<file path="config.mk">
export PLATFORM = sky130hd
export DESIGN_NAME = link_master_ctrl
export DESIGN_NICKNAME = d
export VERILOG_FILES = /design/src/rtl/lm_pkg.sv /design/src/rtl/lm_rst_sync.sv /design/src/rtl/lm_reply_decode.sv /design/src/rtl/lm_tick_counter.sv /design/src/rtl/link_master_ctrl.sv
export SDC_FILE = /design/constraint.sdc
export NUM_CORES = 1
export LEC_CHECK = 0
export ABC_CLOCK_PERIOD_IN_PS = 1890
export BUFFER_PORTS_ARGS = -buffer_cell sky130_fd_sc_hd__buf_4
export CAP_MARGIN = 20
export CORE_ASPECT_RATIO = 2
export CORE_MARGIN = 5
export CORE_UTILIZATION = 52
export DETAILED_ROUTE_END_ITERATION = 8
export PLACE_DENSITY = 0.71
export SLEW_MARGIN = 20
export SYNTH_ARGS = -nofsm -noshare
export SYNTH_HDL_FRONTEND = slang
export SYNTH_SLANG_ARGS = --single-unit
</file>
<file path="constraint.sdc">
create_clock -name clk -period 1.89 [get_ports clk]
set_clock_uncertainty 0.2 [all_clocks]
set_input_delay 0.2835 -clock clk [delete_from_list [all_inputs] [get_ports clk]]
set_output_delay 0.2835 -clock clk [all_outputs]
set_load 0.05 [all_outputs]
</file>
<file path="src/rtl/lm_pkg.sv">
package lm_pkg;

  typedef enum logic [3:0] {
    CMD_NONE     = 4'b0000,
    CMD_SOF      = 4'b0001,
    CMD_EOF      = 4'b0010,
    CMD_IDREQ    = 4'b0011,
    CMD_RDREQ    = 4'b0101,
    CMD_NODATA   = 4'b0110,
    CMD_REBOOT   = 4'b0111,
    CMD_ACK_BUF  = 4'b1000,
    CMD_ACK_FULL = 4'b1001,
    CMD_ACK_ERR  = 4'b1010,
    CMD_LINKRST  = 4'b1011,
    CMD_BUFQ     = 4'b1100,
    CMD_SOFTRST  = 4'b1101,
    CMD_TCAL     = 4'b1110,
    CMD_IDLE     = 4'b1111
  } lm_cmd_e;

  typedef enum logic [3:0] {
    ST_RST_TX,
    ST_RST_WAIT,
    ST_READY,
    ST_POLL_TX,
    ST_POLL_WAIT,
    ST_RX_PKT,
    ST_PKT_TX,
    ST_PKT_WAIT,
    ST_BUF_TX,
    ST_BUF_WAIT
  } lm_state_e;

  typedef struct packed {
    logic idle;
    logic sof;
    logic eof;
    logic nodata;
    logic reboot;
    logic ack_buf;
    logic ack_full;
    logic ack_err;
  } lm_reply_t;

endpackage

</file>
<file path="src/rtl/lm_rst_sync.sv">
module lm_rst_sync (
  input  logic clk,
  input  logic rst_n,
  output logic rst_ok
);
  logic [1:0] sync_q;

  always_ff @(posedge clk or negedge rst_n) begin
    if (!rst_n) sync_q <= 2'b00;
    else        sync_q <= {sync_q[0], 1'b1};
  end

  assign rst_ok = sync_q[1];
endmodule

</file>
<file path="src/rtl/lm_reply_decode.sv">
module lm_reply_decode
  import lm_pkg::*;
(
  input  logic       code_vld,
  input  logic [3:0] code,
  output lm_reply_t  reply
);
  always_comb begin
    reply          = '0;
    reply.idle     = code_vld && (code == CMD_IDLE);
    reply.sof      = code_vld && (code == CMD_SOF);
    reply.eof      = code_vld && (code == CMD_EOF);
    reply.nodata   = code_vld && (code == CMD_NODATA);
    reply.reboot   = code_vld && (code == CMD_REBOOT);
    reply.ack_buf  = code_vld && (code == CMD_ACK_BUF);
    reply.ack_full = code_vld && (code == CMD_ACK_FULL);
    reply.ack_err  = code_vld && (code == CMD_ACK_ERR);
  end
endmodule

</file>
<file path="src/rtl/lm_tick_counter.sv">
module lm_tick_counter #(
  parameter int CW = 8
) (
  input  logic          clk,
  input  logic          rst_n,
  input  logic          load,
  input  logic          inc,
  output logic [CW-1:0] cnt
);
  always_ff @(posedge clk or negedge rst_n) begin
    if (!rst_n)    cnt <= '0;
    else if (load) cnt <= CW'(1);
    else if (inc)  cnt <= cnt + CW'(1);
  end
endmodule

</file>
<file path="src/rtl/link_master_ctrl.sv">
module link_master_ctrl
  import lm_pkg::*;
#(
  parameter int RETRY_CYCLES  = 100000,
  parameter int REPLY_TIMEOUT = 50000
) (
  input  logic       clk,
  input  logic       rst_n,
  output logic       tx_cmd_vld,
  output logic [3:0] tx_cmd,
  input  logic       tx_cmd_rdy,
  input  logic       rx_cmd_vld,
  input  logic [3:0] rx_cmd,
  input  logic       pkt_pending,
  output logic       pkt_send_en,
  input  logic       pkt_sent,
  output logic       link_up,
  output logic       msg_irq,
  output logic       err_pulse
);
  localparam int LIM = (RETRY_CYCLES > REPLY_TIMEOUT) ? RETRY_CYCLES : REPLY_TIMEOUT;
  localparam int CW  = $clog2(LIM + 1);
  localparam logic [CW-1:0] RETRY_LAST = CW'(RETRY_CYCLES - 1);
  localparam logic [CW-1:0] TMO_LAST   = CW'(REPLY_TIMEOUT - 1);
  localparam logic [CW-1:0] CNT_MAX    = CW'(LIM);

  logic        rst_ok;
  lm_reply_t   rp;
  logic [CW-1:0] tmr;
  logic        tmr_load, tmr_inc;

  lm_state_e state_q, state_d;
  logic link_q, link_d;
  logic buf_q, buf_d;
  logic turn_q, turn_d;
  logic irq_q, irq_d;
  logic err_q, err_d;
  logic timeout;

  lm_rst_sync u_rst (.clk(clk), .rst_n(rst_n), .rst_ok(rst_ok));

  lm_reply_decode u_dec (.code_vld(rx_cmd_vld), .code(rx_cmd), .reply(rp));

  lm_tick_counter #(.CW(CW)) u_tmr (
    .clk(clk), .rst_n(rst_ok), .load(tmr_load), .inc(tmr_inc), .cnt(tmr)
  );

  assign timeout = (tmr == TMO_LAST);

  // next-state process
  always_comb begin
    state_d  = state_q;
    link_d   = link_q;
    buf_d    = buf_q;
    turn_d   = turn_q;
    irq_d    = 1'b0;
    err_d    = 1'b0;
    tmr_load = 1'b0;
    tmr_inc  = 1'b0;
    case (state_q)
      ST_RST_TX: begin
        if (tx_cmd_rdy) begin
          state_d  = ST_RST_WAIT;
          tmr_load = 1'b1;
        end
      end
      ST_RST_WAIT: begin
        tmr_inc = 1'b1;
        if (rp.idle) begin
          state_d = ST_READY;
          link_d  = 1'b1;
          buf_d   = 1'b1;
          turn_d  = 1'b0;
        end else if (tmr == RETRY_LAST) begin
          state_d = ST_RST_TX;
        end
      end
      ST_READY: begin
        turn_d = ~turn_q;
        if (!turn_q && pkt_pending && buf_q) state_d = ST_PKT_TX;
        else if (!turn_q && pkt_pending)     state_d = ST_BUF_TX;
        else                                 state_d = ST_POLL_TX;
      end
      ST_POLL_TX: begin
        if (tx_cmd_rdy) begin
          state_d  = ST_POLL_WAIT;
          tmr_load = 1'b1;
        end
      end
      ST_POLL_WAIT: begin
        tmr_inc = 1'b1;
        if (rp.nodata) begin
          state_d = ST_READY;
        end else if (rp.sof) begin
          state_d  = ST_RX_PKT;
          tmr_load = 1'b1;
        end else if (rp.reboot || timeout) begin
          state_d = ST_RST_TX;
          link_d  = 1'b0;
        end
      end
      ST_RX_PKT: begin
        tmr_inc = 1'b1;
        if (rp.eof) begin
          state_d = ST_READY;
          irq_d   = 1'b1;
        end else if (timeout) begin
          state_d = ST_RST_TX;
          link_d  = 1'b0;
        end
      end
      ST_PKT_TX: begin
        if (pkt_sent) begin
          state_d  = ST_PKT_WAIT;
          tmr_load = 1'b1;
        end
      end
      ST_PKT_WAIT: begin
        tmr_inc = 1'b1;
        if (rp.ack_buf) begin
          state_d = ST_READY;
          buf_d   = 1'b1;
        end else if (rp.ack_full) begin
          state_d = ST_READY;
          buf_d   = 1'b0;
        end else if (rp.ack_err) begin
          state_d = ST_READY;
          err_d   = 1'b1;
        end else if (timeout) begin
          state_d = ST_RST_TX;
          link_d  = 1'b0;
        end
      end
      ST_BUF_TX: begin
        if (tx_cmd_rdy) begin
          state_d  = ST_BUF_WAIT;
          tmr_load = 1'b1;
        end
      end
      ST_BUF_WAIT: begin
        tmr_inc = 1'b1;
        if (rp.ack_buf) begin
          state_d = ST_READY;
          buf_d   = 1'b1;
        end else if (rp.ack_full) begin
          state_d = ST_READY;
        end else if (timeout) begin
          state_d = ST_RST_TX;
          link_d  = 1'b0;
        end
      end
      default: begin
        state_d = ST_RST_TX;
        link_d  = 1'b0;
      end
    endcase
  end

  // register process
  always_ff @(posedge clk or negedge rst_ok) begin
    if (!rst_ok) begin
      state_q <= ST_RST_TX;
      link_q  <= 1'b0;
      buf_q   <= 1'b0;
      turn_q  <= 1'b0;
      irq_q   <= 1'b0;
      err_q   <= 1'b0;
    end else begin
      state_q <= state_d;
      link_q  <= link_d;
      buf_q   <= buf_d;
      turn_q  <= turn_d;
      irq_q   <= irq_d;
      err_q   <= err_d;
    end
  end

  // outputs
  always_comb begin
    tx_cmd_vld = 1'b0;
    tx_cmd     = CMD_NONE;
    case (state_q)
      ST_RST_TX:  begin tx_cmd_vld = rst_ok; tx_cmd = CMD_LINKRST; end
      ST_POLL_TX: begin tx_cmd_vld = rst_ok; tx_cmd = CMD_RDREQ;   end
      ST_BUF_TX:  begin tx_cmd_vld = rst_ok; tx_cmd = CMD_BUFQ;    end
      default:    ;
    endcase
  end

  assign pkt_send_en = (state_q == ST_PKT_TX);
  assign link_up     = link_q;
  assign msg_irq     = irq_q;
  assign err_pulse   = err_q;

  // assertions
  a_r11_hold_request: assert property (@(posedge clk) disable iff (!rst_ok)
    (tx_cmd_vld && !tx_cmd_rdy) |=> (tx_cmd_vld && $stable(tx_cmd)));

  a_r4_grant_needs_buffer: assert property (@(posedge clk) disable iff (!rst_ok)
    $rose(pkt_send_en) |-> (buf_q && link_q));

  a_r8_down_only_linkrst: assert property (@(posedge clk) disable iff (!rst_ok)
    (tx_cmd_vld && !link_q) |-> (tx_cmd == CMD_LINKRST));

  a_r5_irq_single: assert property (@(posedge clk) disable iff (!rst_ok)
    msg_irq |=> !msg_irq);

  a_r6_err_single: assert property (@(posedge clk) disable iff (!rst_ok)
    err_pulse |=> !err_pulse);

  a_r6_grant_held: assert property (@(posedge clk) disable iff (!rst_ok)
    (pkt_send_en && !pkt_sent) |=> pkt_send_en);

  a_r9_silent_poll_drops: assert property (@(posedge clk) disable iff (!rst_ok)
    (state_q == ST_POLL_WAIT && tmr == TMO_LAST && !rx_cmd_vld) |=> (tx_cmd_vld && !link_q));

  a_r2_timer_bounded: assert property (@(posedge clk) disable iff (!rst_ok)
    tmr <= CNT_MAX);

endmodule

</file>
==> impl_summary.md, run 1 <==
Floorplan
The cell row count is 31. 19 I/O pins were placed. The floorplan die height is 95.4 um. The initial core utilization is 53.1%.

The die is 52.7 um wide.

Logic synthesis
Yosys mapped a number of flops with a built-in enable equal to 0. Synthesis produced a netlist whose cell count is approximately 210. The number of synthesized register bits is 28.

The leading register cell type out of synthesis is sky130_fd_sc_hd__dfrtp_1. Ranked by total cell area, the synthesized netlist is headed by sky130_fd_sc_hd__dfrtp_1, sky130_fd_sc_hd__xnor2_1, sky130_fd_sc_hd__nor2_1. The async set-reset flop share out of synthesis is 100%. The warning count from the yosys run is 0. Counting every net in the synthesized netlist gives 225. The number of library cell types mapped by synthesis is 59. The post-synthesis cell type with the largest combined area is sky130_fd_sc_hd__dfrtp_1.

In the synthesized netlist, the cells that appear most often are sky130_fd_sc_hd__dfrtp_1, sky130_fd_sc_hd__nor2_1, sky130_fd_sc_hd__nand2_1. The most repeated cell in the gate-level netlist after synthesis is sky130_fd_sc_hd__dfrtp_1. After synthesis, the largest area contributor takes up 37.0% of total cell area. A synthesized cell averages 8.85 sq um. The post-synthesis instance area is 1890 sq um. Sequential elements use 37.0% of the synthesized area.

Clocking
The cell at the root of the clock tree is sky130_fd_sc_hd__clkbuf_8. The number of buffers on the longest clock path is 2. Counting the buffers created by CTS gives 3. The TritonCTS sink count is 28.

CTS built an H-tree with a depth of 1.

Status
The tool reported: "[ERROR DPL-0033] detailed placement checks failed during check placement". The last stage the flow got to is global routing (5_1_grt). The flow did not finish.

Placement
Prior to clock tree synthesis, the placed netlist has a worst setup slack of -0.302 ns. The count of buffers added on input and output ports is 18. The number of placed instances, taps included, is 334. The routability-driven placement congestion ratio is about 1. The placed wire-length estimate after detailed placement is 5010 um.

GRT
The initial antenna violation count came to 0. Entering global routing, the biggest net connects 27 pins.

STA
After the last repair the worst path ends at a register data pin. The worst endpoint after global-route timing repair is state_q[0]$_DFFE_PN0P_/D.
-- through the flow --
step / util (%) / TNS (ns) / area, sq um / hold WS [ns]
after floorplan: - / -1.10 / 1950 / -0.212
after global placement: 71.9 / -1.76 / 2560 / -0.134
after detailed placement: 71.9 / -3.05 / 2560 / -0.130
after CTS: 88.4 / -2.24 / 3160 / 0.119
-- repair_timing --
action | CTS
pin swaps | 16
gates resized for setup | 69
cloned | 2
buffers inserted | 19
setup endpoints to repair | 24
hold buffers | 1
endpoints found under the hold margin | 2
-- kinds of logic after synthesis --
| group | count (synthesis) | synth area share [%] |
|---|---|---|
| multiplexers | 1 | 0.594 |
| adder cells (fa/ha/maj) | 1 | 0.660 |
| AND/OR/NAND/NOR | 109 | 34.7 |
| XOR/XNOR | 15 | 6.93 |
| buffers and inverters | 13 | 3.63 |
| other | 1 | 0.198 |
| flip-flops | 28 | 37.0 |
| AO/OA/AOI/OAI | 46 | 16.3 |
==> inputs of run 2 (changes only) <==
--- a/config.mk
+++ b/config.mk
@@ -8,11 +8,10 @@
 export ABC_CLOCK_PERIOD_IN_PS = 1890
 export BUFFER_PORTS_ARGS = -buffer_cell sky130_fd_sc_hd__buf_4
 export CAP_MARGIN = 20
-export CORE_ASPECT_RATIO = 2
 export CORE_MARGIN = 5
-export CORE_UTILIZATION = 52
+export CORE_UTILIZATION = 37
 export DETAILED_ROUTE_END_ITERATION = 8
-export PLACE_DENSITY = 0.71
+export PLACE_DENSITY_LB_ADDON = 0.15
 export SLEW_MARGIN = 20
 export SYNTH_ARGS = -nofsm -noshare
 export SYNTH_HDL_FRONTEND = slang
==> run 2 against run 1 <==
Net effect: the flow now finishes, with violations (negative setup slack); synthesized area unchanged; synthesized cell count stayed put.
==> impl_summary.md, run 2 <==
Critical path
STA classifies the critical path endpoint as a flip-flop. The depth of the worst register-to-register path is 6. The longest individual stage delay on the worst path is 0.47 ns. The start-to-end type of the worst setup path is reg2reg. At the worst endpoint, the required time is 1.86 ns. The arrival time at the worst endpoint is between 2 and 2.5 ns. The worst register-to-register path has a setup slack of -0.43 ns.

The category of the worst setup path launch point is a flip-flop. The number of buffers and inverters on the critical path is 2. In this design, the largest share of critical-path delay is due to compound AO/OA/AOI/OAI gates. The critical path crosses 6 cells after its start point. Walking the worst path, the cells encountered are buf_6 -> bufbuf_16 -> a31oi_1 -> o22ai_1 -> a2111oi_4 -> mux2_4.

The master of the slowest instance on the critical path is sky130_fd_sc_hd__dfrtp_2. In this run the worst path has a maximum fanout of 5.

Logic synthesis
The net count after synthesis was 225 (unchanged). The average footprint of a synthesized cell is 8.85 sq um (unchanged). Commonest cells in the synthesized netlist: sky130_fd_sc_hd__dfrtp_1, sky130_fd_sc_hd__nor2_1, sky130_fd_sc_hd__nand2_1 (unchanged). The warning count from the yosys run was 0 (unchanged). Leading post-synthesis cells by cell area: sky130_fd_sc_hd__dfrtp_1, sky130_fd_sc_hd__xnor2_1, sky130_fd_sc_hd__nor2_1 (unchanged). The most repeated cell in the gate-level netlist after synthesis is sky130_fd_sc_hd__dfrtp_1 (unchanged). The async set-reset flop share out of synthesis is 100% (unchanged). The leading register cell type out of synthesis is sky130_fd_sc_hd__dfrtp_1 (unchanged).

The number of synthesized register bits came to 28 (unchanged). The number of library cell types mapped by synthesis is 59 (unchanged). The share of the yosys chip area belonging to registers came to 37.0% (unchanged).

The post-synthesis cell type with the largest combined area is sky130_fd_sc_hd__dfrtp_1 (unchanged). The share of the synthesized area in the top cell type is 37.0% (unchanged). The number of enable flip-flop cells after synthesis was 0 (unchanged). The post-synthesis instance area is 1890 sq um (unchanged). The count of mapped cells out of synthesis is 214 (unchanged).

GRT
The layer flagged by global routing as most heavily used is met2. The pin count of the biggest net entering global routing is 27. The initial antenna violation count is 0. The met3 track demand over resource is under 10%. The first global-routing pass estimated 10400 um of wire. For this run, global-route usage on met1 was measured as roughly 25%.

The global route total overflow is 0. The via count of the first global-routing pass was 2191. The total routing resource utilization after global routing is 20.5%. Global routing used 36.3% of the available met2 tracks.

Cells and area
The top cell types in the final layout, fill and taps aside, are sky130_fd_sc_hd__buf_4, sky130_fd_sc_hd__dfrtp_1, sky130_fd_sc_hd__nor2_1, sky130_fd_sc_hd__buf_6, sky130_fd_sc_hd__nand2_1. The area of all placed cells without fillers is about 3300 sq um. After filler insertion, the fill cell instance count of the layout stands at between 300 and 400. In the final layout, the registers with the most flip-flops are u_tmr.cnt x17, state_q x4, u_rst.sync_q x2. In the final layout, the share of cells above drive strength 1 is between 50% and 60%. More flip-flops sit in one register than any other, and that register is u_tmr.cnt.

The register with the most flip-flops in the layout has 17 of them. The synthesis-to-layout area growth is 76.3%. The most common cell after layout, fill and taps aside is sky130_fd_sc_hd__buf_4. At the end of the flow, the number of nets in the layout was 336. The number of antenna diodes in the final layout is 0. The total area of multi-input combinational cells is 1450 sq um. The fraction of the core area covered by cells at the end of the flow is about two thirds. The sequential cells in the finished layout cover a total of 704 sq um.

Floorplan
The area of the die is 6650 sq um. The cell row count is 26 (was 31). The floorplan die width was 81.6 um (was 52.7 um).

The count of boundary I/O pins is 19 (unchanged). The initial core utilization is 37.6% (was 53.1%). The floorplan die height is 81.6 um (was 95.4 um). The region available for standard cell placement spans 5040 sq um.

Clocking
The TritonCTS buffer count is 3 (unchanged). For the worst-skew pair, the clock arrives at the later sink with an insertion delay of around 0.28 ns. TritonCTS built the clock tree. Clock-pin slew was measured on the worst setup and hold paths at about 0.10 ns.

The cell at the root of the clock tree is sky130_fd_sc_hd__clkbuf_8 (unchanged). The TritonCTS sink count was 28 (unchanged). The number of buffers on the longest clock path was 2 (unchanged).

The number of levels the H-tree was split into is 1 (unchanged).

Drt
The post-detailed-route wirelength per cell is 16.1 um. For this run, the detailed router's first-pass iteration total came to 5. The overall via count from detail_route is 2066. The final layout contains routed wiring with a total length of 6330 um. The initial detailed-routing violation count is 96. The residual DRC count is 0. The number of nets with antenna violations after detailed routing is 0. The detail-routed via count per cell is 5.24.

Status
The checks that failed: negative setup slack. Run status: complete, but fails checks (was did not finish).

Power and ir drop
The power density normalized to cell area is 1090 nW/um^2. Net switching is around 40% of the power. Sequential cells account for 20.9% of the total power. Combinational cells account for between 60% and 70% of the total power. Power comes to 3.64 mW. The worst-case IR drop observed on VDD is 0.651 mV. The share of total power in the clock network is 10.6%.

For this design the total switching power over the nets is 1.45 mW. The internal cell power is 2.19 mW. The static power due to leakage is 1.47 nW.

STA
Static timing analysis puts the maximum clock frequency at 432 MHz. The hold violation total from the final report came to 0. The tightest hold path in the finished design has a slack of 0.101 ns. The number of pins exceeding their max-slew limit in the final report was 0. The minimum clock period is 2.32 ns. Measured against its own limit, the worst slew margin works out to 66.8%. Setup repair after global routing could not meet its margin everywhere. The final sum of negative setup slack is -3.18 ns. The fraction of the cycle the final worst path needs is 122%. At the pin with the least slew margin, the transition time is 0.493 ns. The final setup violation count is 22.

The least setup slack across all paths after layout is -0.425 ns.

Run
Across the run, the number of max-cap violations was 0.

Placement
The number of buffer cells added on primary ports is 18 (unchanged). The routability-driven placement congestion ratio is 0.856 (was 1.02). The placed wire-length estimate after detailed placement is 4150 um (was 5010 um).

The instance area after placement is 2660 sq um (was 2560 sq um).

Worst hold path
The worst hold path belongs to the class in2reg. Counting instances, the worst hold path has a depth of 3.
## run 2: cell counts after synthesis
Identical to the previous run, type by type.
## run 2: stage by stage
| stage | worst slack, ns | instances |
|---|---|---|
| global route | -0.410 | 394 |
| global placement | -0.313 | 362 |
| finish | -0.425 | 394 |
| CTS | -0.315 | 386 |
| floorplan | -0.303 | 214 |
| detailed placement | -0.350 | 362 |
## run 2: worst paths after layout
kind / from / to
max: state_q[0]$_DFFE_PN0P_ / link_up$_DFFE_PN0P_
min: rx_cmd[3] / msg_irq$_DFF_PN0_
max reg2reg: state_q[0]$_DFFE_PN0P_ / link_up$_DFFE_PN0P_
min reg2reg: u_rst.sync_q[1]$_DFF_PN0_ / msg_irq$_DFF_PN0_
max in group asynchronous: u_rst.sync_q[1]$_DFF_PN0_ / state_q[1]$_DFFE_PN0P_
min in group asynchronous: rst_n / u_rst.sync_q[1]$_DFF_PN0_
## run 2: repair_timing
action                     CTS  global route
cloned                       1             0
pin swaps                   26            23
hold endpoints to repair     2             0
setup endpoints to repair   20            29
hold buffers                 1             0
setup buffers               18            12
gates resized for setup     70            20
## run 2: final cells by class
| cell class | count | area share (%) |
|---|---|---|
| multi-input combinational | 173 | 43.5 |
| timing repair buffer | 115 | 30.6 |
| sequential | 28 | 21.1 |
| tap | 70 | 2.62 |
| clock buffer | 4 | 1.65 |
| inverter | 4 | 0.562 |
## run 2: tightest hold or removal path, delay by kind of cell
family | cells | cell delay [ns]
buffers and inverters | 2 | 0.21
AND/OR/NAND/NOR | 1 | 0.06
## run 2: cell families (layout without fill, tap and decap cells)
kind of cell / count (synthesis) / count (layout) / synth area share (%)
AOI/OAI and AO/OA: 46 / 46 / 16.3
and+or+nand+nor: 109 / 109 / 34.7
DFF: 28 / 28 / 37.0
buffers and inverters: 13 / 123 / 3.63
adders and majority gates: 1 / 1 / 0.660
other: 1 / 1 / 0.198
xor gates and xnor gates: 15 / 15 / 6.93
muxes: 1 / 1 / 0.594
## run 2: power groups by stage
stage / combinational (mW) / clock (mW) / sequential (mW)
after floorplan: 0.921 / 0 / 0.785
after global placement: 1.63 / 0 / 0.764
after detailed placement: 1.63 / 0 / 0.765
after CTS: 2.36 / 0.391 / 0.753
after global routing: 2.66 / 0.420 / 0.771
final: 2.49 / 0.385 / 0.759
## run 2: layer usage
| metal | part of all wire, % | up-vias |
|---|---|---|
| met3 | 3.1 | 14 |
| met4 | 3.0 | 0 |
| met2 | 52 | 38 |
| met1 | 42 | 1005 |
| li1 | - | 1009 |
| met5 | 0 | - |
Power figures use the tool's default switching activity.
==> inputs of run 3 (changes only) <==
--- a/config.mk
+++ b/config.mk
@@ -8,9 +8,9 @@
 export ABC_CLOCK_PERIOD_IN_PS = 1890
 export BUFFER_PORTS_ARGS = -buffer_cell sky130_fd_sc_hd__buf_4
 export CAP_MARGIN = 20
-export CORE_MARGIN = 5
-export CORE_UTILIZATION = 37
+export CORE_AREA = 5 5 66 68
 export DETAILED_ROUTE_END_ITERATION = 8
+export DIE_AREA = 0 0 71 73
 export PLACE_DENSITY_LB_ADDON = 0.15
 export SLEW_MARGIN = 20
 export SYNTH_ARGS = -nofsm -noshare
==> run 3 against run 2 <==
Net effect: the flow still finishes with violations (negative setup slack); via count up 6.3%; clock-buffer cell count unchanged; cell area fell by 1.4%; largest cell class unchanged; largest power group unchanged; highest routed layer unchanged.
==> impl_summary.md, run 3 (synthesis results as in run 2) <==
GRT
The wire length of the first global-routing pass was 10600 um (was 10400 um). The met1 layer usage reported by global route is 27.4% (was 24.8%). The total routing resource utilization after global routing is 25.7% (was 20.5%). The pin count of the biggest net entering global routing was 27 (unchanged). The met2 global-route usage was 48.2% (was 36.3%). The global route total overflow is 0 (unchanged).

The initial antenna violation count is 0 (unchanged). The layer carrying the most global-route usage is met2 (unchanged). The met3 track demand over resource is 3.17% (was 2.08%). The via count of the first global-routing pass is 2297 (was 2191).

Critical path
The longest individual stage delay on the worst path is 0.45 ns (was 0.47 ns). The arrival time at the worst endpoint is 2.20 ns (was 2.29 ns). The master of the slowest instance on the critical path was sky130_fd_sc_hd__dfrtp_1 (was sky130_fd_sc_hd__dfrtp_2). The category of the worst setup path launch point is a flip-flop (unchanged).

The critical-path maximum fanout is 7 (was 5). Critical path cell sequence: buf_6 -> buf_4 -> a31oi_1 -> o22ai_1 -> a2111oi_4 -> mux2_4 (was buf_6 -> bufbuf_16 -> a31oi_1 -> o22ai_1 -> a2111oi_4 -> mux2_4). The dominant delay contributor by cell family on the critical path is compound AO/OA/AOI/OAI gates (unchanged). The start-to-end type of the worst setup path was reg2reg (unchanged). The kind of capture point of the worst setup path is a flip-flop (unchanged).

The required time at the worst-slack endpoint is 1.87 ns (was 1.86 ns). The number of buffers and inverters on the critical path is 2 (unchanged). The setup slack on the worst flop-to-flop path was -0.33 ns (was -0.43 ns).

STA
The fraction of the cycle the final worst path needs is 118% (was 122%). The hold violation total from the final report came to 0 (unchanged). Setup repair after global routing missed its margin: true (unchanged). The final setup violation count is 28 (was 22). The headroom to the max-slew limit is 66.6% (was 66.8%). The fmax is 450 MHz (was 432 MHz). The slew at the pin closest to its max-slew limit is 0.496 ns (was 0.493 ns). The minimum clock period is 2.22 ns (was 2.32 ns).

The number of pins exceeding their max-slew limit in the final report is 0 (unchanged). The least setup slack across all paths after layout is -0.332 ns (was -0.425 ns).

Cells and area
The most common cell after layout, fill and taps aside is sky130_fd_sc_hd__buf_4 (unchanged). Commonest non-fill, non-tap cells in the layout: sky130_fd_sc_hd__buf_4, sky130_fd_sc_hd__dfrtp_1, sky130_fd_sc_hd__buf_6, sky130_fd_sc_hd__nor2_1, sky130_fd_sc_hd__nand2_1 (was sky130_fd_sc_hd__buf_4, sky130_fd_sc_hd__dfrtp_1, sky130_fd_sc_hd__nor2_1, sky130_fd_sc_hd__buf_6, sky130_fd_sc_hd__nand2_1). The top register by number of flip-flops was u_tmr.cnt (unchanged). The ratio of cells with drive above 1 in the final layout is 53.4% (was 53.7%). The diode insertion count for antenna repair is 0 (unchanged). The fraction of the core area covered by cells at the end of the flow is 86.7% (was 66.2%). Largest registers: u_tmr.cnt x17, state_q x4, u_rst.sync_q x2 (unchanged). The synthesis-to-layout area growth came to 73.8% (was 76.3%). The filler cell count in the final layout was 197 (was 395). The flip-flop count of the largest register after layout came to 17 (unchanged). The net count of the finished layout is 332 (was 336).

Drt
The overall via count from detail_route is 2197 (was 2066). The post-detailed-route wirelength per cell is 18.8 um (was 16.1 um). The number of nets with antenna violations after detailed routing is 0 (unchanged). The first-pass iteration count of the detailed router is 4 (was 5).

The initial detailed-routing violation count is 131 (was 96). The aggregate routed wire length was 6940 um (was 6330 um). The residual DRC count came to 0 (unchanged). The detail-routed via count per cell is 5.94 (was 5.24).

Placement
The placed wire-length estimate after detailed placement came to 4210 um (was 4150 um). The number of buffer cells added on primary ports came to 18 (unchanged). The routability-driven placement congestion ratio came to 0.946 (was 0.856). The worst-case setup slack after placement was -0.342 ns (was -0.350 ns).

Floorplan
The floorplan die width came to 71 um (was 81.6 um). The floorplan die height is 73 um (was 81.6 um). The initial core utilization is 49.9% (was 37.6%).

The area of the die came to 5180 sq um (was 6650 sq um). The cell row count is 23 (was 26). The count of boundary I/O pins is 19 (unchanged). The floorplan core area came to 3800 sq um (was 5040 sq um).

Clocking
The insertion delay of the later-clocked pin in the worst-skew pair was 0.28 ns (about the same). The TritonCTS sink count is 28 (unchanged). The number of levels the H-tree was split into is 1 (unchanged). The clock-pin transition on the worst setup and hold timing paths is 0.10 ns (about the same).

The number of buffers on the longest clock path is 2 (unchanged). The cell at the root of the clock tree is sky130_fd_sc_hd__clkbuf_8 (unchanged). The clock tree from TritonCTS is done (unchanged).

The TritonCTS buffer count came to 3 (unchanged).

Power and ir drop
The combinational power share is 67.7% (was 68.5%). The power density normalized to cell area was 1080 nW/um^2 (was 1090 nW/um^2). The static power due to leakage is 1.43 nW (was 1.47 nW). The worst IR drop on VDD is 0.795 mV (was 0.651 mV). The relative contribution of sequential cells to total power is 21.4% (was 20.9%). The net switching power figure was 1.49 mW (was 1.45 mW). The share of total power consumed by net switching is 41.8% (was 39.8%). The internal cell power is 2.08 mW (was 2.19 mW).

The share of total power in the clock network was 10.9% (was 10.6%).

Status
Run status: complete, but fails checks (unchanged). Failing checks: negative setup slack (unchanged).

Worst hold path
The class of the most critical hold timing path was in2async (was in2reg).

Run
The number of maximum-capacitance violations is 0 (unchanged).
[run 3: cell types whose count changed in the layout (fill, tap and decap cells not counted), sizes merged]
cell,before,now
buf,113,110
bufbuf,1,0
[run 3: power by group through the flow]
| stage | Combinational [mW] | Sequential (mW) | Clock, mW |
|---|---|---|---|
| 2_1_floorplan | 0.921 | 0.785 | 0 |
| 3_3_place_gp | 1.48 | 0.756 | 0 |
| 3_5_place_dp | 1.52 | 0.761 | 0 |
| 4_1_cts | 2.03 | 0.750 | 0.395 |
| 5_1_grt | 2.52 | 0.769 | 0.424 |
| 6_report | 2.41 | 0.763 | 0.390 |
[run 3: per-layer routing]
metal | part of all wire [%] | vias up | wire length [um]
met5 | 0 | - | 0
met4 | 5.3 | 0 | 368
met3 | 2.8 | 35 | 194
met2 | 54 | 76 | 3780
met1 | 37 | 1088 | 2600
li1 | - | 998 | -
[run 3: path summary, 6_finish.rpt]
check / end / depth (start not counted) / start
hold / removal: u_rst.sync_q[1]$_DFF_PN0_ / 2 / rst_n
setup / recovery: link_up$_DFFE_PN0P_ / 6 / state_q[0]$_DFFE_PN0P_
setup reg to reg: link_up$_DFFE_PN0P_ / 6 / state_q[0]$_DFFE_PN0P_
max in group asynchronous: state_q[1]$_DFFE_PN0P_ / 1 / u_rst.sync_q[1]$_DFF_PN0_
hold reg to reg: err_pulse$_DFF_PN0_ / 1 / u_rst.sync_q[1]$_DFF_PN0_
min in group clk: msg_irq$_DFF_PN0_ / 3 / rx_cmd[3]
[run 3: timing repair]
action,CTS,global route
resized for setup,53,43
setup endpoints to repair,23,29
endpoints found under the hold margin,2,0
hold buffers,1,0
setup buffers,16,11
cloned,1,0
pin swaps,17,23
[run 3: layout make-up]
| class | count | area (sq um) | share of cell area [%] |
|---|---|---|---|
| multi-input cells | 173 | 1460 | 44.4 |
| flip-flops and latches | 28 | 702 | 21.3 |
| well taps | 50 | 62.6 | 1.90 |
| repair buffers | 111 | 992 | 30.1 |
| inverters | 4 | 18.8 | 0.570 |
| clock buffers | 4 | 55.1 | 1.67 |
[run 3: metrics by stage]
stage                     hold slack, ns  std cells  setup TNS [ns]  area [sq um]  power [mW]
after detailed placement          -0.132        338           -2.14          2590        2.28
after global routing               0.105        370           -5.01          3290        3.72
after floorplan                   -0.212        214           -1.10          1950        1.71
after global placement            -0.134        338           -1.64          2590        2.24
final                              0.116        370           -3.32          3290        3.57
after CTS                          0.106        360           -1.98          3020        3.17
==> inputs of run 4 (changes only) <==
--- a/config.mk
+++ b/config.mk
@@ -5,12 +5,14 @@
 export SDC_FILE = /design/constraint.sdc
 export NUM_CORES = 1
 export LEC_CHECK = 0
+export ABC_AREA = 1
 export ABC_CLOCK_PERIOD_IN_PS = 1890
 export BUFFER_PORTS_ARGS = -buffer_cell sky130_fd_sc_hd__buf_4
 export CAP_MARGIN = 20
 export CORE_AREA = 5 5 66 68
 export DETAILED_ROUTE_END_ITERATION = 8
 export DIE_AREA = 0 0 71 73
+export GPL_ROUTABILITY_DRIVEN = 0
 export PLACE_DENSITY_LB_ADDON = 0.15
 export SLEW_MARGIN = 20
 export SYNTH_ARGS = -nofsm -noshare
==> run 4 against run 3 <==
Net effect: the flow still finishes with violations (negative setup slack); synthesized area grew 10%; wire length down 26%; die area stayed put; global-route usage fell by 4.7 points; total power fell by 17%; core utilization down 21 points; setup slack better by 0.33 ns; sequential share of layout area increased by 6.8 points; cell area shrank 24%; clock power decreased by 14%; highest routed layer unchanged; register-to-register slack improved by 0.42 ns.
==> impl_summary.md, run 4 <==
STA
The final setup violation count is 1 (was 28). The least setup slack across all paths after layout came to -0.00186 ns (was -0.332 ns). The hold violation total from the final report is 0 (unchanged).

The final sum of negative setup slack is -0.00186 ns (was -3.32 ns). The fraction of the cycle the final worst path needs was 100% (was 118%). The fmax is 529 MHz (was 450 MHz).

The number of pins exceeding their max-slew limit in the final report was 0 (unchanged). The worst slack on hold paths came to 0.0815 ns (was 0.116 ns). Setup repair after global routing missed its margin: true (unchanged). The minimum clock period is 1.89 ns (was 2.22 ns).

GRT
The wire length of the first global-routing pass is 8600 um (was 10600 um). The pin count of the biggest net entering global routing came to 27 (unchanged). The met3 track demand over resource is 2.34% (was 3.17%). The met1 layer usage reported by global route is 23.9% (was 27.4%). The initial antenna violation count came to 0 (unchanged).

The total routing resource utilization after global routing was 20.9% (was 25.7%). The global route total overflow came to 0 (unchanged). The met2 global-route usage is 38.7% (was 48.2%). The via count of the first global-routing pass is 2020 (was 2297). The layer carrying the most global-route usage is met2 (unchanged).

Clocking
The insertion delay of the later-clocked pin in the worst-skew pair was 0.28 ns (about the same). The TritonCTS sink count is 28 (unchanged). The number of buffers on the longest clock path is 2 (unchanged). The TritonCTS buffer count came to 3 (unchanged).

The cell at the root of the clock tree is sky130_fd_sc_hd__clkbuf_8 (unchanged). The clock tree from TritonCTS is done (unchanged). The clock-pin transition on the worst setup and hold timing paths is 0.10 ns (about the same). The number of levels the H-tree was split into is 1 (unchanged).

Logic synthesis
The average footprint of a synthesized cell was 6.54 sq um (was 8.85 sq um). The most repeated cell in the gate-level netlist after synthesis is sky130_fd_sc_hd__nand2_1 (was sky130_fd_sc_hd__dfrtp_1). The share of the synthesized area in the top cell type is 33.6% (was 37.0%). The share of the yosys chip area belonging to registers is 33.6% (was 37.0%). The post-synthesis cell type with the largest combined area is sky130_fd_sc_hd__dfrtp_1 (unchanged).

The number of synthesized register bits is 28 (unchanged). The async set-reset flop share out of synthesis came to 100% (unchanged). The leading register cell type out of synthesis is sky130_fd_sc_hd__dfrtp_1 (unchanged). The warning count from the yosys run is 0 (unchanged). The net count after synthesis was 330 (was 225). The post-synthesis instance area came to 2090 sq um (was 1890 sq um). The number of enable flip-flop cells after synthesis came to 0 (unchanged).

The count of mapped cells out of synthesis is 319 (was 214). The number of library cell types mapped by synthesis is 26 (was 59). Leading post-synthesis cells by cell area: sky130_fd_sc_hd__dfrtp_1, sky130_fd_sc_hd__nand2_1, sky130_fd_sc_hd__nor2_1 (was sky130_fd_sc_hd__dfrtp_1, sky130_fd_sc_hd__xnor2_1, sky130_fd_sc_hd__nor2_1). Commonest cells in the synthesized netlist: sky130_fd_sc_hd__nand2_1, sky130_fd_sc_hd__nor2_1, sky130_fd_sc_hd__inv_1 (was sky130_fd_sc_hd__dfrtp_1, sky130_fd_sc_hd__nor2_1, sky130_fd_sc_hd__nand2_1).

Critical path
The launching point of the worst reg2reg path is state_q[1]$_DFFE_PN0P_ (was state_q[0]$_DFFE_PN0P_). Critical path cell sequence: nor2_4 -> nand2_2 -> nand2_2 -> inv_2 -> nor2_2 -> buf_6 (was buf_6 -> buf_4 -> a31oi_1 -> o22ai_1 -> a2111oi_4 -> mux2_4). The master of the slowest instance on the critical path was sky130_fd_sc_hd__dfrtp_2 (was sky130_fd_sc_hd__dfrtp_1). The start point of the critical path is state_q[2]$_DFFE_PN0P_ (was state_q[0]$_DFFE_PN0P_). The category of the worst setup path launch point is a flip-flop (unchanged). The start-to-end type of the worst setup path is reg2out (was reg2reg). The required time at the worst-slack endpoint is 1.41 ns (was 1.87 ns). The setup slack on the worst flop-to-flop path is 0.09 ns (was -0.33 ns). The arrival time at the worst endpoint came to 1.41 ns (was 2.20 ns). The dominant delay contributor by cell family on the critical path is flip-flops (was compound AO/OA/AOI/OAI gates). The kind of capture point of the worst setup path is an output pin (was flip-flop). The longest individual stage delay on the worst path is 0.48 ns (was 0.45 ns). The most used cell along the critical path is sky130_fd_sc_hd__nand2_2. The number of buffers and inverters on the critical path is 2 (unchanged). The critical-path maximum fanout is 7 (unchanged).

Drt
The detail-routed via count per cell is 5.24 (was 5.94). The post-detailed-route wirelength per cell came to 12.7 um (was 18.8 um). The number of nets with antenna violations after detailed routing is 0 (unchanged). The overall via count from detail_route is 2101 (was 2197).

The first-pass iteration count of the detailed router is 4 (unchanged). The aggregate routed wire length is 5110 um (was 6940 um). The residual DRC count is 0 (unchanged). The initial detailed-routing violation count is 121 (was 131).

Power and ir drop
The worst IR drop on VDD is 1.31 mV (was 0.795 mV). The static power due to leakage is 1.26 nW (was 1.43 nW). The power density normalized to cell area is 1180 nW/um^2 (was 1080 nW/um^2). The total power consumption of the routed design was 2.96 mW (was 3.57 mW).

Cells and area
The ratio of cells with drive above 1 in the final layout is 23.4% (was 53.4%). The area of all placed cells without fillers is 2500 sq um (was 3290 sq um). Commonest non-fill, non-tap cells in the layout: sky130_fd_sc_hd__nand2_1, sky130_fd_sc_hd__nor2_1, sky130_fd_sc_hd__inv_1, sky130_fd_sc_hd__nand3_1, sky130_fd_sc_hd__dfrtp_1 (was sky130_fd_sc_hd__buf_4, sky130_fd_sc_hd__dfrtp_1, sky130_fd_sc_hd__buf_6, sky130_fd_sc_hd__nor2_1, sky130_fd_sc_hd__nand2_1).

The diode insertion count for antenna repair is 0 (unchanged). Largest registers: u_tmr.cnt x17, state_q x4, u_rst.sync_q x2 (unchanged). The most common cell after layout, fill and taps aside is sky130_fd_sc_hd__nand2_1 (was sky130_fd_sc_hd__buf_4). The net count of the finished layout is 364 (was 332). The final cell count without fillers is 401 (was 370). The flip-flop count of the largest register after layout is 17 (unchanged).

The top register by number of flip-flops is u_tmr.cnt (unchanged). The fraction of the core area covered by cells at the end of the flow is 65.9% (was 86.7%). The synthesis-to-layout area growth is 20.0% (was 73.8%).

Placement
The worst-case setup slack after placement is -0.0382 ns (was -0.342 ns). The placed wire-length estimate after detailed placement is 3960 um (was 4210 um). The total instance count after detailed placement is 392 (was 338). The instance area after placement came to 2320 sq um (was 2590 sq um). The number of buffer cells added on primary ports is 18 (unchanged).

Floorplan
The area of the die is 5180 sq um (unchanged). The count of boundary I/O pins is 19 (unchanged). The floorplan die width came to 71 um (unchanged). The floorplan core area is 3800 sq um (unchanged). The cell row count came to 23 (unchanged). The floorplan die height is 73 um (unchanged). The initial core utilization came to 54.9% (was 49.9%).

Status
Failing checks: negative setup slack (unchanged). Run status: complete, but fails checks (unchanged).

Run
The number of maximum-capacitance violations is 0 (unchanged).

Worst hold path
The class of the most critical hold timing path was reg2async (was in2async).
## run 4: cell types whose count changed after synthesis, sizes merged, moves of 8 or more
cell   previous run  this run
nand3            11        33
xnor2            11         0
o21ai             9        17
nor2             24        56
nand2            17        96
inv               4        48
## run 4: kinds of logic (layout without fill, tap and decap cells)
kind of cell,after synthesis,count (layout),share of synthesized area [%]
XOR/XNOR,6,6,2.52
AO/OA/AOI/OAI,30,30,8.88
AND/OR/NAND/NOR,202,202,44.0
buffers and inverters,51,83,10.3
adder cells (fa/ha/maj),1,1,0.600
flip-flops,28,28,33.6
other,1,1,0.180
## run 4: repair_timing
item	CTS	global route
gates cloned	0	0
buffers inserted	1	5
gates resized for setup	10	23
hold buffers	1	0
pin swaps	1	5
endpoints found under the setup margin	8	24
hold endpoints to repair	2	0
## run 4: path summary, 6_finish.rpt
kind	end	depth (start not counted)
min reg2reg	u_tmr.cnt[2]$_DFFE_PN0P_	1
max reg2reg	u_tmr.cnt[7]$_DFFE_PN0P_	10
min	u_tmr.cnt[2]$_DFFE_PN0P_	1
min in group clk	err_pulse$_DFF_PN0_	4
max in group asynchronous	state_q[1]$_DFFE_PN0P_	1
max	tx_cmd_vld	6
## run 4: layout make-up
class                           instances  area [sq um]
Timing Repair Buffer                   32           269
Tap cell                               50          62.6
Inverter                               48           183
Fill cell                             372          1290
Multi-Input combinational cell        240          1240
Sequential cell                        28           703
Clock buffer                            3          41.3
## run 4: power by group
part | total [mW] | switching [mW] | internal, mW
Clock | 0.336 | 0.192 | 0.143
Combinational | 1.85 | 1.20 | 0.646
Sequential | 0.778 | 0.0892 | 0.689
## run 4: layer usage
metal	up-vias	wire [um]
met1	953	2080
li1	1068	-
met4	0	121
met2	68	2670
met5	-	0
met3	12	236
